==> config.mk <==
export PLATFORM = sky130hd
export DESIGN_NAME = oneshot_pulse_gen
export DESIGN_NICKNAME = d
export VERILOG_FILES = /design/src/rtl/osp_pkg.sv /design/src/rtl/osp_trig_front.sv /design/src/rtl/osp_width_regs.sv /design/src/rtl/osp_evt_ctr.sv /design/src/rtl/oneshot_pulse_gen.sv
export SDC_FILE = /design/constraint.sdc
export NUM_CORES = 1
export LEC_CHECK = 0
export ABC_AREA = 1
export BUFFER_PORTS_ARGS = -buffer_cell sky130_fd_sc_hd__buf_2
export CORE_MARGIN = 1.5
export CORE_UTILIZATION = 49
export CTS_CLUSTER_DIAMETER = 60
export DETAILED_ROUTE_END_ITERATION = 8
export GPL_TIMING_DRIVEN = 1
export PLACE_DENSITY = 0.72
export SYNTH_ARGS = -nofsm -noshare
export SYNTH_HDL_FRONTEND = slang
export SYNTH_SLANG_ARGS = --single-unit
==> constraint.sdc <==
create_clock -name clk -period 1.6 [get_ports clk]
set_clock_uncertainty 0.2 [all_clocks]
set_input_delay 0.48 -clock clk [delete_from_list [all_inputs] [get_ports clk]]
set_output_delay 0.48 -clock clk [all_outputs]
set_load 0.01 [all_outputs]
==> src/rtl/osp_pkg.sv <==
package osp_pkg;
    typedef enum logic {
        ST_IDLE = 1'b0,
        ST_RUN  = 1'b1
    } osp_state_e;
endpackage

==> src/rtl/osp_trig_front.sv <==
module osp_trig_front #(
    parameter int SYNC_STAGES = 2
) (
    input  logic clk,
    input  logic rst_n,
    input  logic mode_ext,
    input  logic sw_trig,
    input  logic ext_trig,
    output logic rise
);
    logic [SYNC_STAGES-1:0] sync_q;
    logic                   ext_s;
    logic                   sel;
    logic                   sel_d;

    generate
        for (genvar i = 0; i < SYNC_STAGES; i++) begin : g_sync
            if (i == 0) begin : g_first
                always_ff @(posedge clk) begin
                    if (!rst_n) sync_q[0] <= 1'b0;
                    else        sync_q[0] <= ext_trig;
                end
            end else begin : g_next
                always_ff @(posedge clk) begin
                    if (!rst_n) sync_q[i] <= 1'b0;
                    else        sync_q[i] <= sync_q[i-1];
                end
            end
        end
    endgenerate

    assign ext_s = sync_q[SYNC_STAGES-1];

    always_comb begin
        sel = mode_ext ? ext_s : sw_trig;
    end

    always_ff @(posedge clk) begin
        if (!rst_n) sel_d <= 1'b0;
        else        sel_d <= sel;
    end

    assign rise = sel & ~sel_d;
endmodule

==> src/rtl/osp_width_regs.sv <==
module osp_width_regs #(
    parameter int CNT_W     = 8,
    parameter int RST_WIDTH = 20
) (
    input  logic             clk,
    input  logic             rst_n,
    input  logic             shadow_wr,
    input  logic [CNT_W-1:0] shadow_din,
    input  logic             load,
    output logic             shadow_zero,
    output logic [CNT_W-1:0] act_width
);
    localparam logic [CNT_W-1:0] RST_VAL = CNT_W'(RST_WIDTH);

    logic [CNT_W-1:0] shadow_q;

    always_ff @(posedge clk) begin
        if (!rst_n)         shadow_q <= RST_VAL;
        else if (shadow_wr) shadow_q <= shadow_din;
    end

    always_ff @(posedge clk) begin
        if (!rst_n)    act_width <= RST_VAL;
        else if (load) act_width <= shadow_q;
    end

    assign shadow_zero = (shadow_q == '0);
endmodule

==> src/rtl/osp_evt_ctr.sv <==
module osp_evt_ctr #(
    parameter int PERIOD = 3
) (
    input  logic clk,
    input  logic rst_n,
    input  logic accept,
    input  logic irq_clr,
    output logic irq
);
    localparam int                CW   = (PERIOD > 1) ? $clog2(PERIOD) : 1;
    localparam logic [CW-1:0]     LAST = CW'(PERIOD - 1);

    logic [CW-1:0] cnt;
    logic          hit;

    assign hit = accept && (cnt == LAST);

    always_ff @(posedge clk) begin
        if (!rst_n)      cnt <= '0;
        else if (hit)    cnt <= '0;
        else if (accept) cnt <= cnt + 1'b1;
    end

    always_ff @(posedge clk) begin
        if (!rst_n)       irq <= 1'b0;
        else if (hit)     irq <= 1'b1;
        else if (irq_clr) irq <= 1'b0;
    end
endmodule

==> src/rtl/oneshot_pulse_gen.sv <==
module oneshot_pulse_gen #(
    parameter int CNT_W       = 8,
    parameter int RST_WIDTH   = 20,
    parameter int SYNC_STAGES = 2,
    parameter int IRQ_PERIOD  = 3
) (
    input  logic             clk,
    input  logic             rst_n,
    input  logic             mode_ext,
    input  logic             sw_trig,
    input  logic             ext_trig,
    input  logic             shadow_wr,
    input  logic [CNT_W-1:0] shadow_din,
    input  logic             irq_clr,
    output logic             pulse_out,
    output logic             irq
);
    import osp_pkg::*;

    osp_state_e       state, state_nx;
    logic             rise;
    logic             accept;
    logic             shadow_zero;
    logic [CNT_W-1:0] act_width;
    logic [CNT_W-1:0] run_cnt;
    logic             at_match;

    osp_trig_front #(.SYNC_STAGES(SYNC_STAGES)) u_front (
        .clk(clk), .rst_n(rst_n), .mode_ext(mode_ext),
        .sw_trig(sw_trig), .ext_trig(ext_trig), .rise(rise)
    );

    osp_width_regs #(.CNT_W(CNT_W), .RST_WIDTH(RST_WIDTH)) u_width (
        .clk(clk), .rst_n(rst_n), .shadow_wr(shadow_wr),
        .shadow_din(shadow_din), .load(accept),
        .shadow_zero(shadow_zero), .act_width(act_width)
    );

    osp_evt_ctr #(.PERIOD(IRQ_PERIOD)) u_evt (
        .clk(clk), .rst_n(rst_n), .accept(accept),
        .irq_clr(irq_clr), .irq(irq)
    );

    assign accept   = (state == ST_IDLE) && rise && !shadow_zero;
    assign at_match = (run_cnt == act_width);

    // state register
    always_ff @(posedge clk) begin
        if (!rst_n) state <= ST_IDLE;
        else        state <= state_nx;
    end

    // transitions: launch and expire
    always_comb begin
        state_nx = state;
        unique case (state)
            ST_IDLE: if (accept)   state_nx = ST_RUN;
            ST_RUN:  if (at_match) state_nx = ST_IDLE;
            default: state_nx = ST_IDLE;
        endcase
    end

    // run counter, restarts at one on launch
    always_ff @(posedge clk) begin
        if (!rst_n)                          run_cnt <= '0;
        else if (accept)                     run_cnt <= CNT_W'(1);
        else if (state == ST_RUN && !at_match) run_cnt <= run_cnt + 1'b1;
    end

    // outputs
    always_comb begin
        pulse_out = 1'b0;
        unique case (state)
            ST_IDLE: pulse_out = 1'b0;
            ST_RUN:  pulse_out = 1'b1;
            default: pulse_out = 1'b0;
        endcase
    end
endmodule

==> flow_summary.yaml <==
run_status:
  run_status: "finished, final reports clean"
timing:
  min_period_ns: 1.51
  finalHoldViolations: 0
  worstMarginPinSlew_ns: 0.271
  worst_hold_slack_ns: 0.142
  max_freq_mhz: 664
  setup_tns_ns: 0
  final-setup-viol-count: 0
  relative_slew_slack_pct: 81.8
  finalMaxSlewViolations: 0
  part_of_the_cycle_the_worst_path_needs_pct: 94.2
clocking:
  cts-buffers-inserted: 5
  cts_buffer_depth: 2
  clk_latency_ns: 0.33
  cts_tree: "built"
  ctsHtreeMaxLevel: 2
  clkTransAtPathRegs_ns: 0.09
  root_buffer: "sky130_fd_sc_hd__clkbuf_4"
  cts.sink_count: 31
logic_synthesis:
  synth.net_count: 202
  ys_seq_elements: 31
  post_synth.cell_area_avg_sq_um: 7.67
  synth_sequential_area_ratio_pct: 43.7
  synth_cell_type_count: 27
  synthesis.instances: 185
  yosys_warnings: 0
  synthesis.area_sq_um: 1420
pwr:
  total_power_mw: 1.63
  total_leakage_power_nw: 0.757
  vdd_ir_drop_max_mv: 0.721
  power_density_nw_per_um2: 967
finish:
  final_layout_net_count: 231
  design_area_sq_um: 1680
  post_layout_nonfiller_instances: 246
  layout.cells.most_common_list: "40 x sky130_fd_sc_hd__nand2_1, 27 x sky130_fd_sc_hd__nor2_1, 27 x sky130_fd_sc_hd__dfxtp_1, 16 x sky130_fd_sc_hd__buf_2"
  layout.cells.most_common: "sky130_fd_sc_hd__nand2_1"
  number_of_diodes_added_for_antenna_fixing: 0
  layout-area-overhead-vs-synth_pct: 18.6
  drive_above_1_share_pct: 26.0
route:
  wire_per_inst_um: 11.7
  detail_route.wirelength_um: 2870
  detail_route.vias_per_cell: 5.05
  drt-initial-drc-count: 46
  vias: 1243
  drtAntennaViolNets: 0
  drc_errors: 0
  drtPass1Iterations: 4
critical_path:
  worst_path_dominant_cell_family: "flip-flops"
  worstSetupPathType: "register to output port"
  cpMaxStageDelayCell: "sky130_fd_sc_hd__dfxtp_2"
  worst_path_largest_cell_delay_ns: 0.37
  worst-endpoint-required_ns: 0.92
  worst-endpoint-arrival_ns: 0.83
  start_kind: "register"
  end_kind: "output port"
  cp_max_fo: 3
  path_cells: "buf_2"
  critPathBufInv: 1
placed_design:
  dp_cells: 235
  post_dp_cell_area_sq_um: 1560
  detail_placement_hpwl_um: 2080
  globalplace.congestion: 0.796
  port_bufs: 16
global_routing:
  grt_first_pass_wirelength_um: 4550
  first_global_vias: 1119
  grt_util_all_layers_pct: 18.6
  antenna_violations_before_repair: 0
  grt_remaining_overflow: 0
  largest_net_degree_at_the_start_of_global_routing: 18
run:
  drv.max_cap_violation_count: 0
die:
  placeable_core_region_sq_um: 2760
  std_cell_rows: 19
  initial_core_util_pct: 51.5
  fp.dieArea_sq_um: 3230
  chipHeight_um: 56.8
  io_pins: 17
  die_w_um: 56.8
worst_hold_path:
  hold_class: "input port to register"
[metrics by stage]
stage / util, % / setup WS, ns
3_3_place_gp: 56.7 / -0.0622
2_1_floorplan: - / 0.0885
4_1_cts: 59.3 / 0.0259
6_report: 61.0 / 0.0931
5_1_grt: 61.0 / -0.0120
3_5_place_dp: 56.7 / -0.154
[Yosys cell counts]
cell,number,area (sq um)
sky130_fd_sc_hd__nand2_1,42,158
sky130_fd_sc_hd__dfxtp_1,31,621
sky130_fd_sc_hd__nor2_1,27,101
sky130_fd_sc_hd__a21oi_1,12,60.1
sky130_fd_sc_hd__inv_1,12,45.0
sky130_fd_sc_hd__nand3_1,12,60.1
sky130_fd_sc_hd__o21ai_0,9,45.0
sky130_fd_sc_hd__xnor2_1,6,52.6
sky130_fd_sc_hd__xor2_1,5,43.8
sky130_fd_sc_hd__o21ai_1,4,20.0
sky130_fd_sc_hd__inv_2,3,11.3
sky130_fd_sc_hd__a21oi_2,2,17.5
sky130_fd_sc_hd__buf_6,2,22.5
sky130_fd_sc_hd__clkbuf_1,2,7.51
sky130_fd_sc_hd__ha_1,2,25.0
sky130_fd_sc_hd__nand2_4,2,22.5
sky130_fd_sc_hd__nor2_2,2,12.5
sky130_fd_sc_hd__buf_2,1,5.00
sky130_fd_sc_hd__buf_4,1,7.51
sky130_fd_sc_hd__clkinv_2,1,5.00
sky130_fd_sc_hd__nand2_2,1,6.26
sky130_fd_sc_hd__nand2_8,1,20.0
sky130_fd_sc_hd__nand3b_1,1,7.51
sky130_fd_sc_hd__nor3_4,1,16.3
sky130_fd_sc_hd__nor4_1,1,6.26
sky130_fd_sc_hd__nor4_2,1,12.5
sky130_fd_sc_hd__o211ai_1,1,7.51
[registers in the layout (all words and copies together) (netlist names)]
signal             cells
u_front.ext_s          1
u_evt.irq              1
run_cnt                8
u_width.shadow_q       8
u_front.sync_q         1
u_width.act_width      8
u_evt.cnt              2
state                  1
u_front.sel_d          1
[cells by family after synthesis]
kind of cell | synth area share [%]
buffers and inverters | 7.32
and+or+nand+nor | 29.8
AOI/OAI and AO/OA | 10.6
adders and majority gates | 1.76
DFF | 43.7
xor gates and xnor gates | 6.79
[area by class of cell]
class                   count  area (sq um)
inverters                  16          61.3
well taps                  31          38.8
fillers                   237          1070
flip-flops and latches     31           626
multi-input cells         132           706
repair buffers             28           183
clock buffers               8          68.8
[metal layers]
layer  part of all wire [%]  track usage (%)  vias up
li1                       -                -      649
met1                     43             20.9      550
met2                     49             30.2       36
met3                    5.4             6.45        8
met4                    2.8             11.0        0
met5                      0                0        -
[path summary, 6_finish.rpt]
check                                   startpoint                            to  slack [ns]  cells past startpoint
setup / recovery                  state$_SDFF_PN0_                     pulse_out        0.09                      1
hold reg to reg       u_front.sync_q[0]$_SDFF_PN0_      u_front.ext_s$_SDFF_PN0_        0.24                      2
hold / removal                            ext_trig  u_front.sync_q[0]$_SDFF_PN0_        0.14                      3
setup reg to reg  u_width.shadow_q[4]$_SDFFE_PN1P_     u_evt.cnt[1]$_SDFFE_PP0P_        0.10                      6
[power breakdown]
| group | internal [mW] | switching [mW] | leakage (nW) |
|---|---|---|---|
| Sequential | 0.821 | 0.0419 | 0.256 |
| Clock | 0.258 | 0.254 | 0.0386 |
| Combinational | 0.113 | 0.140 | 0.462 |
| Total | 1.19 | 0.435 | 0.757 |
[timing repair]
action	4_1_cts	5_1_grt
hold buffers	0	0
endpoints found under the setup margin	2	17
pin swaps	0	3
buffers inserted	0	3
gates resized for setup	1	6
endpoints found under the hold margin	0	0
Power figures use the tool's default switching activity.
